**src/rtl/sro_pkg.sv**
```systemverilog
package sro_pkg;

  typedef logic [1:0] div_t;

  // System clocks per quarter bit for a given base and divide code.
  function automatic int unsigned quarter_len(input int unsigned base, input div_t code);
    return base << code;
  endfunction

  // Cycles in one whole frame.
  function automatic int unsigned frame_len(input int unsigned base, input div_t code,
                                            input int unsigned nbits);
    return 4 * nbits * quarter_len(base, code);
  endfunction

endpackage

```
**src/rtl/sro_shifter.sv**
```systemverilog
module sro_shifter
  import sro_pkg::*;
#(
  parameter int unsigned W      = 18,
  parameter int unsigned BASE_Q = 1
) (
  input  logic         clk,
  input  logic         rst,
  input  logic         ld,
  input  logic [W-1:0] word,
  input  logic         go,
  input  div_t         go_div,
  output logic         act,
  output logic         done_p,
  output logic         sclk_raw,
  output logic         sdout_raw
);
  localparam int unsigned BW = $clog2(W);
  localparam int unsigned TW = $clog2(BASE_Q * 8 + 1);

  logic [W-1:0]  sh;
  logic [BW-1:0] bitc;
  logic [1:0]    qc;
  logic [TW-1:0] tc;
  div_t          div_q;
  logic          act_q;
  logic [TW-1:0] qmax;
  logic          tick;

  assign qmax   = TW'(quarter_len(BASE_Q, div_q) - 1);
  assign tick   = act_q && (tc == qmax);
  assign done_p = tick && (qc == 2'd3) && (bitc == BW'(W - 1));

  always_ff @(posedge clk) begin
    if (rst) begin
      act_q <= 1'b0;
      bitc  <= '0;
      qc    <= '0;
      tc    <= '0;
      div_q <= '0;
      sh    <= '0;
    end else begin
      if (ld) sh <= word;
      if (go) begin
        act_q <= 1'b1;
        bitc  <= '0;
        qc    <= '0;
        tc    <= '0;
        div_q <= go_div;
      end else if (tick) begin
        tc <= '0;
        qc <= qc + 2'd1;
        if (qc == 2'd3) begin
          bitc <= bitc + BW'(1);
          sh   <= {sh[W-2:0], 1'b0};
        end
        if (done_p) act_q <= 1'b0;
      end else if (act_q) begin
        tc <= tc + TW'(1);
      end
    end
  end

  assign act       = act_q;
  assign sclk_raw  = act_q && ((qc == 2'd1) || (qc == 2'd2));
  assign sdout_raw = act_q && sh[W-1];

endmodule

```
**src/rtl/sro_ctrl.sv**
```systemverilog
module sro_ctrl
  import sro_pkg::*;
(
  input  logic clk,
  input  logic rst,
  input  logic conv_start,
  input  logic conv_done,
  input  logic rd_during,
  input  div_t div_sel,
  input  logic act,
  input  logic done_p,
  output logic busy,
  output logic conv_act,
  output logic hold_busy,
  output logic accept_start,
  output logic done_evt,
  output logic ld,
  output logic go,
  output div_t go_div
);
  logic busy_q, conv_q, pend_q, hold_q;
  logic go_after, go_during;

  assign accept_start = conv_start && !busy_q && !act;
  assign done_evt     = conv_done && conv_q;
  assign ld           = done_evt && !act;
  assign go_after     = ld && !rd_during;
  assign go_during    = accept_start && rd_during && pend_q;
  assign go           = go_after || go_during;
  assign go_div       = go_after ? div_sel : div_t'(0);

  always_ff @(posedge clk) begin
    if (rst) begin
      busy_q <= 1'b0;
      conv_q <= 1'b0;
      pend_q <= 1'b0;
      hold_q <= 1'b0;
    end else begin
      if (accept_start)                         busy_q <= 1'b1;
      else if (done_evt && (rd_during || act))  busy_q <= 1'b0;
      else if (done_p && hold_q)                busy_q <= 1'b0;

      if (accept_start)  conv_q <= 1'b1;
      else if (done_evt) conv_q <= 1'b0;

      if (ld)             pend_q <= rd_during;
      else if (go_during) pend_q <= 1'b0;

      if (go) hold_q <= go_after;
    end
  end

  assign busy      = busy_q;
  assign conv_act  = conv_q;
  assign hold_busy = hold_q;

endmodule

```
**src/rtl/sro_pins.sv**
```systemverilog
module sro_pins (
  input  logic ext_clk_sel,
  input  logic sclk_inv,
  input  logic sync_inv,
  input  logic sclk_raw,
  input  logic frame_raw,
  input  logic sdout_raw,
  output logic sclk,
  output logic sync,
  output logic sdout
);
  logic drive_en;
  assign drive_en = !ext_clk_sel;
  assign sclk  = (sclk_raw  && drive_en) ^ sclk_inv;
  assign sync  = (frame_raw && drive_en) ^ sync_inv;
  assign sdout = sdout_raw && drive_en;
endmodule

```
**src/rtl/ser_readout_master.sv**
```systemverilog
module ser_readout_master
  import sro_pkg::*;
#(
  parameter int unsigned W      = 18,
  parameter int unsigned BASE_Q = 1
) (
  input  logic         clk,
  input  logic         rst,
  input  logic         ext_clk_sel,
  input  logic         rd_during,
  input  logic         sclk_inv,
  input  logic         sync_inv,
  input  logic [1:0]   div_sel,
  input  logic         conv_start,
  input  logic         conv_done,
  input  logic [W-1:0] conv_result,
  output logic         sclk,
  output logic         sdout,
  output logic         sync,
  output logic         busy
);
  logic act, done_p, sclk_raw, sdout_raw;
  logic conv_act, hold_busy, accept_start, done_evt, ld, go;
  div_t go_div;

  sro_ctrl u_ctrl (
    .clk(clk), .rst(rst), .conv_start(conv_start), .conv_done(conv_done),
    .rd_during(rd_during), .div_sel(div_sel), .act(act), .done_p(done_p),
    .busy(busy), .conv_act(conv_act), .hold_busy(hold_busy),
    .accept_start(accept_start), .done_evt(done_evt), .ld(ld), .go(go),
    .go_div(go_div)
  );

  sro_shifter #(.W(W), .BASE_Q(BASE_Q)) u_shift (
    .clk(clk), .rst(rst), .ld(ld), .word(conv_result), .go(go),
    .go_div(go_div), .act(act), .done_p(done_p), .sclk_raw(sclk_raw),
    .sdout_raw(sdout_raw)
  );

  sro_pins u_pins (
    .ext_clk_sel(ext_clk_sel), .sclk_inv(sclk_inv), .sync_inv(sync_inv),
    .sclk_raw(sclk_raw), .frame_raw(act), .sdout_raw(sdout_raw),
    .sclk(sclk), .sync(sync), .sdout(sdout)
  );

endmodule

```
**config.mk**
```make
export PLATFORM = sky130hd
export DESIGN_NAME = ser_readout_master
export DESIGN_NICKNAME = d
export VERILOG_FILES = /design/src/rtl/sro_pkg.sv /design/src/rtl/sro_shifter.sv /design/src/rtl/sro_ctrl.sv /design/src/rtl/sro_pins.sv /design/src/rtl/ser_readout_master.sv
export SDC_FILE = /design/constraint.sdc
export NUM_CORES = 1
export LEC_CHECK = 0
export BUFFER_PORTS_ARGS = -buffer_cell sky130_fd_sc_hd__clkbuf_2
export CORE_ASPECT_RATIO = 1.5
export CORE_UTILIZATION = 49
export DETAILED_ROUTE_END_ITERATION = 10
export GPL_TIMING_DRIVEN = 1
export PLACE_DENSITY = 0.74
export REMOVE_ABC_BUFFERS = 1
export SLEW_MARGIN = 20
export SYNTH_ARGS = -nofsm -noshare
export SYNTH_HDL_FRONTEND = slang
export SYNTH_SLANG_ARGS = --single-unit
```
**constraint.sdc**
```tcl
create_clock -name clk -period 1.84 [get_ports clk]
set_clock_uncertainty 0.05 [all_clocks]
set_input_delay 0.184 -clock clk [delete_from_list [all_inputs] [get_ports clk]]
set_output_delay 0.184 -clock clk [all_outputs]
set_load 0.005 [all_outputs]
```
# Word level (Yosys, flattened, before mapping)

Index checks and enable logic that the tools add are counted.

Shift operators: 1
Muxes and demuxes: 15
Add/subtract/negate cells: 4
Equality and inequality tests: 5
Reduce and logical (&&, ||, !) cells: 33
Bitwise logic cells: 2

Operator list:

| kind                                                               | count |
|---|---|
| 18-bit 2-to-1 mux                                                  | 4 |
| 1-bit logical AND                                                  | 17 |
| 1-bit 2-to-1 mux                                                   | 10 |
| 2-bit nonzero test                                                 | 4 |
| 5-bit by 1-bit adder with 5-bit output, second input constant      | 1 |
| 5-bit == test, second input constant                               | 1 |
| 4-bit by 1-bit adder with 4-bit output, second input constant      | 1 |
| 2-bit == test, second input constant                               | 2 |
| 4-bit == test                                                      | 1 |
| 1-bit zero test                                                    | 4 |
| 2-bit AND reduction                                                | 2 |
| 1-bit by 2-bit << shifter with 4-bit output, first input constant  | 1 |
| 4-bit by 1-bit subtractor with 4-bit output, second input constant | 1 |
| 1-bit logical OR                                                   | 3 |
| 3-bit nonzero test                                                 | 1 |
| 3-bit OR reduction                                                 | 1 |
| 2-bit by 1-bit adder with 2-bit output, second input constant      | 1 |
| 2-bit by 1-bit == test with 1-bit output, second input constant    | 1 |
| 2-bit 2-to-1 mux                                                   | 1 |
| 2-bit OR reduction                                                 | 1 |
| 1-bit bitwise XOR                                                  | 2 |

Flip-flop bits (word level): 36
Word-level logic and storage cells: 70
Input bits: 28
Output and inout bits: 4

# Depth between registers and ports, before layout

Word-level depth: 10
Depth in mapped cells: 7
Mapped depth without buffers: 5

# By module

A second synthesis with hierarchy kept.

Cell total of the unflattened synthesis: 213
Area total of the unflattened synthesis: 2,029.4 sq um

By module, submodules not included:

| module      | area an instance (sq um) | times used | cells each | seq. area each (sq um) |
|---|---|---|---|---|
| sro_shifter | 1,770.4                  | 1          | 181        | 640.6 |
| sro_ctrl    | 212.7                    | 1          | 27         | 80.1 |
| sro_pins    | 46.3                     | 1          | 5          | 0.0 |

# Worst setup path before layout

No wires, ideal clock.

Kind: reg-to-reg
Start point: register u_shift.tc[0]
End point: register u_shift.bitc[3]
Cell stages (with the launch flop): 6
Clock period less this slack: 1.870 ns
Path slack: -0.030 ns
Required time: 1.720 ns
Data arrival time: 1.750 ns
Library setup time: 0.070 ns
Buffers on the path: 1
Cell sequence: dfxtp_1 > or4_4 > o211a_1 > buf_6 > or4_1 > a21oi_1

Cells in the longest elaborated chain, start to end: 3

RTL lines:

| element                       | RTL line          | RTL |
|---|---|---|
| start, declared               | sro_shifter.sv:24 | `logic [TW-1:0] tc;` |
| start signal, assigned        | sro_shifter.sv:59 | `tc <= tc + TW'(1);` |
| 4-bit == test                 | sro_shifter.sv:31 | `assign tick = act_q && (tc == qmax);` |
| 1-bit logical AND             | sro_shifter.sv:31 |  |
| 2-bit AND reduction (no line) | -                 |  |
| end signal, assigned          | sro_shifter.sv:54 | `bitc <= bitc + BW'(1);` |
| end, declared                 | sro_shifter.sv:22 | `logic [BW-1:0] bitc;` |

Every way passes these cells.
A chain may end at the register's enable or synchronous reset.

# Worst setup path in the final report

Start point: register u_shift.div_q[0]
End point: register u_shift.bitc[3]

Cells in the longest elaborated chain, start to end: 5

RTL lines:

| element                                     | RTL line          | RTL |
|---|---|---|
| start, declared                             | sro_shifter.sv:25 | `div_t div_q;` |
| start signal, assigned                      | sro_shifter.sv:49 | `div_q <= go_div;` |
| 1-bit by 2-bit << shifter with 4-bit output | sro_pkg.sv:7      | `return base << code;` |
| 4-bit by 1-bit subtractor with 4-bit output | sro_shifter.sv:30 | `assign qmax = TW'(quarter_len(BASE_Q, div_q) - 1);` |
| 4-bit == test                               | sro_shifter.sv:31 |  |
| 1-bit logical AND                           | sro_shifter.sv:31 |  |
| 2-bit AND reduction (no line)               | -                 |  |

Every way passes these cells.

==> metrics.txt <==
CTS HTree Levels 2; worst vdd ir 0.000664 V; slowest CP cell or4bb_4; Final Net Count 268; status finished clean; antenna violations before repair 0; Post-Syn Area per Cell 9.17 sq um; vias in the first global route 1608; sequential share of the synthesized area 40.9%; Area after DPL 2070 sq um; leading post-synthesis cells by cell area dfxtp_1 (41%), mux2i_1 (11%), a211oi_1 (8.1%); io pins 32; crit path DAT 2.00 ns; post-synth cell types 39; crit path launch type flip-flop; CTS buffer count 5; Die W 50.9 microns; antenna cells 0; Layout area overhead 26.9%; hold_buf cts 0; Die Y 75.4 microns; Final Setup Violations 0; post-detail-place hpwl 2990 microns; Max Root-Sink Buffers 2; CP cell instances or4bb_4 > o211a_4 > or4_4 > a21oi_2; post-route cell area 2230 sq um; first drt pass iteration count 4; Fin. Hold Viols 0; hold crit path type input port to flip-flop; Vias 1627; core area 3420 sq um; drt wl/cell 15.4 microns; number of synthesized flops with an enable pin 0; initial DRC count 22; CTS clk-pin slew, worst paths 0.07 ns; Tmin final 1.81 ns; RSZ-0062 raised after global routing true; Synth Register Bits 36; worst slew pin tran 0.659 ns; Syn. warnings 0; Yosys top cell by area dfxtp_1; max cap viols 0; ratio of cells with drive above 1 in the final layout 33.1%; leak pwr 0.994 nW; ys async rst share 0%; Remaining DRCs 0; CTS tree yes; pin count of the biggest net entering global routing 21; dpl cells 271; placement row count 26; Total Wirelength 4290 microns; RePlAce Congestion 0.809; PwrDens 747 nW/um^2; Worst path max stage delay 0.54 ns; Final ANT Viol Nets 0; total gr overflow 0; ys flop type dfxtp_1; crit path max fanout 6; worst skew pair latency 0.30 ns; final slew viol count 0; post-synth top area share 40.9%; Max-slew headroom 55.4%; Starting Density 51.5%; final cell count without fillers 278; fin crit share 98.4%; DR vias/cell 5.85; CP Capture Type flip-flop; CTS root buf clkbuf_8; IO buf count 31; fin util 65.4%; setup bufs post-CTS 0; Worst Path Required 2.03 ns; count leader, synth dfxtp_1; critical path class flip-flop to flip-flop; DIE AREA 3840 sq um; gate count after technology mapping 192; CTS Sinks 36; first-pass GRT wire length 6960 microns; Post-synth top cells dfxtp_1 (36), nor3_1 (22), mux2i_1 (20), a211oi_1 (19), nand2_1 (13); Tot GR Track Use 24.2%; netlist area before placement 1760 sq um; maximum clock rate 552 MHz
-- registers in the layout, summed over array words and instances, names as in the netlist --
name and cells:
u_shift.sh 18, u_shift.bitc 5, u_shift.tc 4, u_shift.div_q 2
u_shift.qc 2, u_ctrl.busy 1, u_ctrl.conv_act 1, u_ctrl.hold_busy 1
u_ctrl.pend_q 1, u_shift.act 1
-- metal layers --
metal | wire length, microns | global-route usage (%)
met5 | 0 | 0
met4 | 88 | 12.3
met3 | 162 | 4.99
met2 | 2260 | 42.5
met1 | 1780 | 27.4
-- power breakdown --
part | leakage (nW) | internal, W | switching (W) | total, W
Sequential | 0.293 | 0.000808 | 0.0000198 | 0.000828
Clock | 0.0503 | 0.000333 | 0.000287 | 0.000621
Combinational | 0.650 | 0.000108 | 0.000112 | 0.000219
-- through the flow --
step | TNS [ns] | setup WS (ns) | power [W] | hold slack (ns)
after floorplan | -0.563 | -0.180 | 0.000949 | 0.203
after global placement | 0 | 0.0190 | 0.00105 | 0.385
after detailed placement | -0.0251 | -0.0140 | 0.00105 | 0.390
after CTS | 0 | 0.00716 | 0.00166 | 0.0798
after global routing | -0.0208 | -0.0109 | 0.00172 | 0.0971
final | 0 | 0.0287 | 0.00167 | 0.0725
-- timing repair --
action                                  in CTS  in global routing
gates resized for setup                      4                 14
endpoints found under the setup margin       4                 11
pin swaps                                    2                  4
-- cell type report --
type	count	area, sq um
clock buffers	7	96.3
fillers	298	1180
multi-input cells	138	1020
inverters	4	15.0
repair buffers	51	325
well taps	42	52.6
flip-flops and latches	36	724
-- kinds of logic (layout without fill, tap and decap cells) --
group | after synthesis | in the layout | synth area share (%)
AND/OR/NAND/NOR | 65 | 65 | 20.3
AO/OA/AOI/OAI | 42 | 42 | 16.6
flip-flops | 36 | 36 | 40.9
multiplexers | 20 | 20 | 11.4
buffers and inverters | 18 | 62 | 4.55
XOR/XNOR | 7 | 7 | 3.48
adder cells (fa/ha/maj) | 4 | 4 | 2.84
-- worst paths after layout --
path / from / cells past startpoint / to / slack, ns
hold reg to reg: u_ctrl.hold_busy / 1 / u_ctrl.busy / 0.42
setup / recovery: u_shift.div_q[0] / 4 / u_shift.bitc[3] / 0.03
setup reg to reg: u_shift.div_q[0] / 4 / u_shift.bitc[3] / 0.03
hold / removal: div_sel[0] / 3 / u_shift.div_q[0] / 0.07
-- layout by cell type (no fill, tap or decap), types with 2 or more instances in the layout --
cell      netlist  final
a31oi_1         2      2
buf_6           1      2
nand3_1         5      5
nand4_1         2      2
dfxtp_2         0      3
nor2_1          6      6
clkbuf_8        0      7
xnor2_1         2      2
inv_1           3      3
or4_4           1      2
a21oi_1        10      7
mux2i_1        20     20
dfxtp_1        36     33
o21ai_0         2      2
xor2_1          5      4
a21oi_2         0      3
or4b_4          0      2
a211oi_1       19     19
buf_4           0     17
nor3_1         22     22
and2_1          2      2
ha_1            4      3
nand2_1        13     13
clkbuf_2        0     31
o211ai_1        2      2
-- critical path: cells and delay by family (launching register included) --
family | cells | cell delay, ns
DFF | 1 | 0.34
AOI/OAI and AO/OA | 2 | 0.32
and+or+nand+nor | 2 | 1.05
No activity file was read; power rests on OpenSTA's default activity.
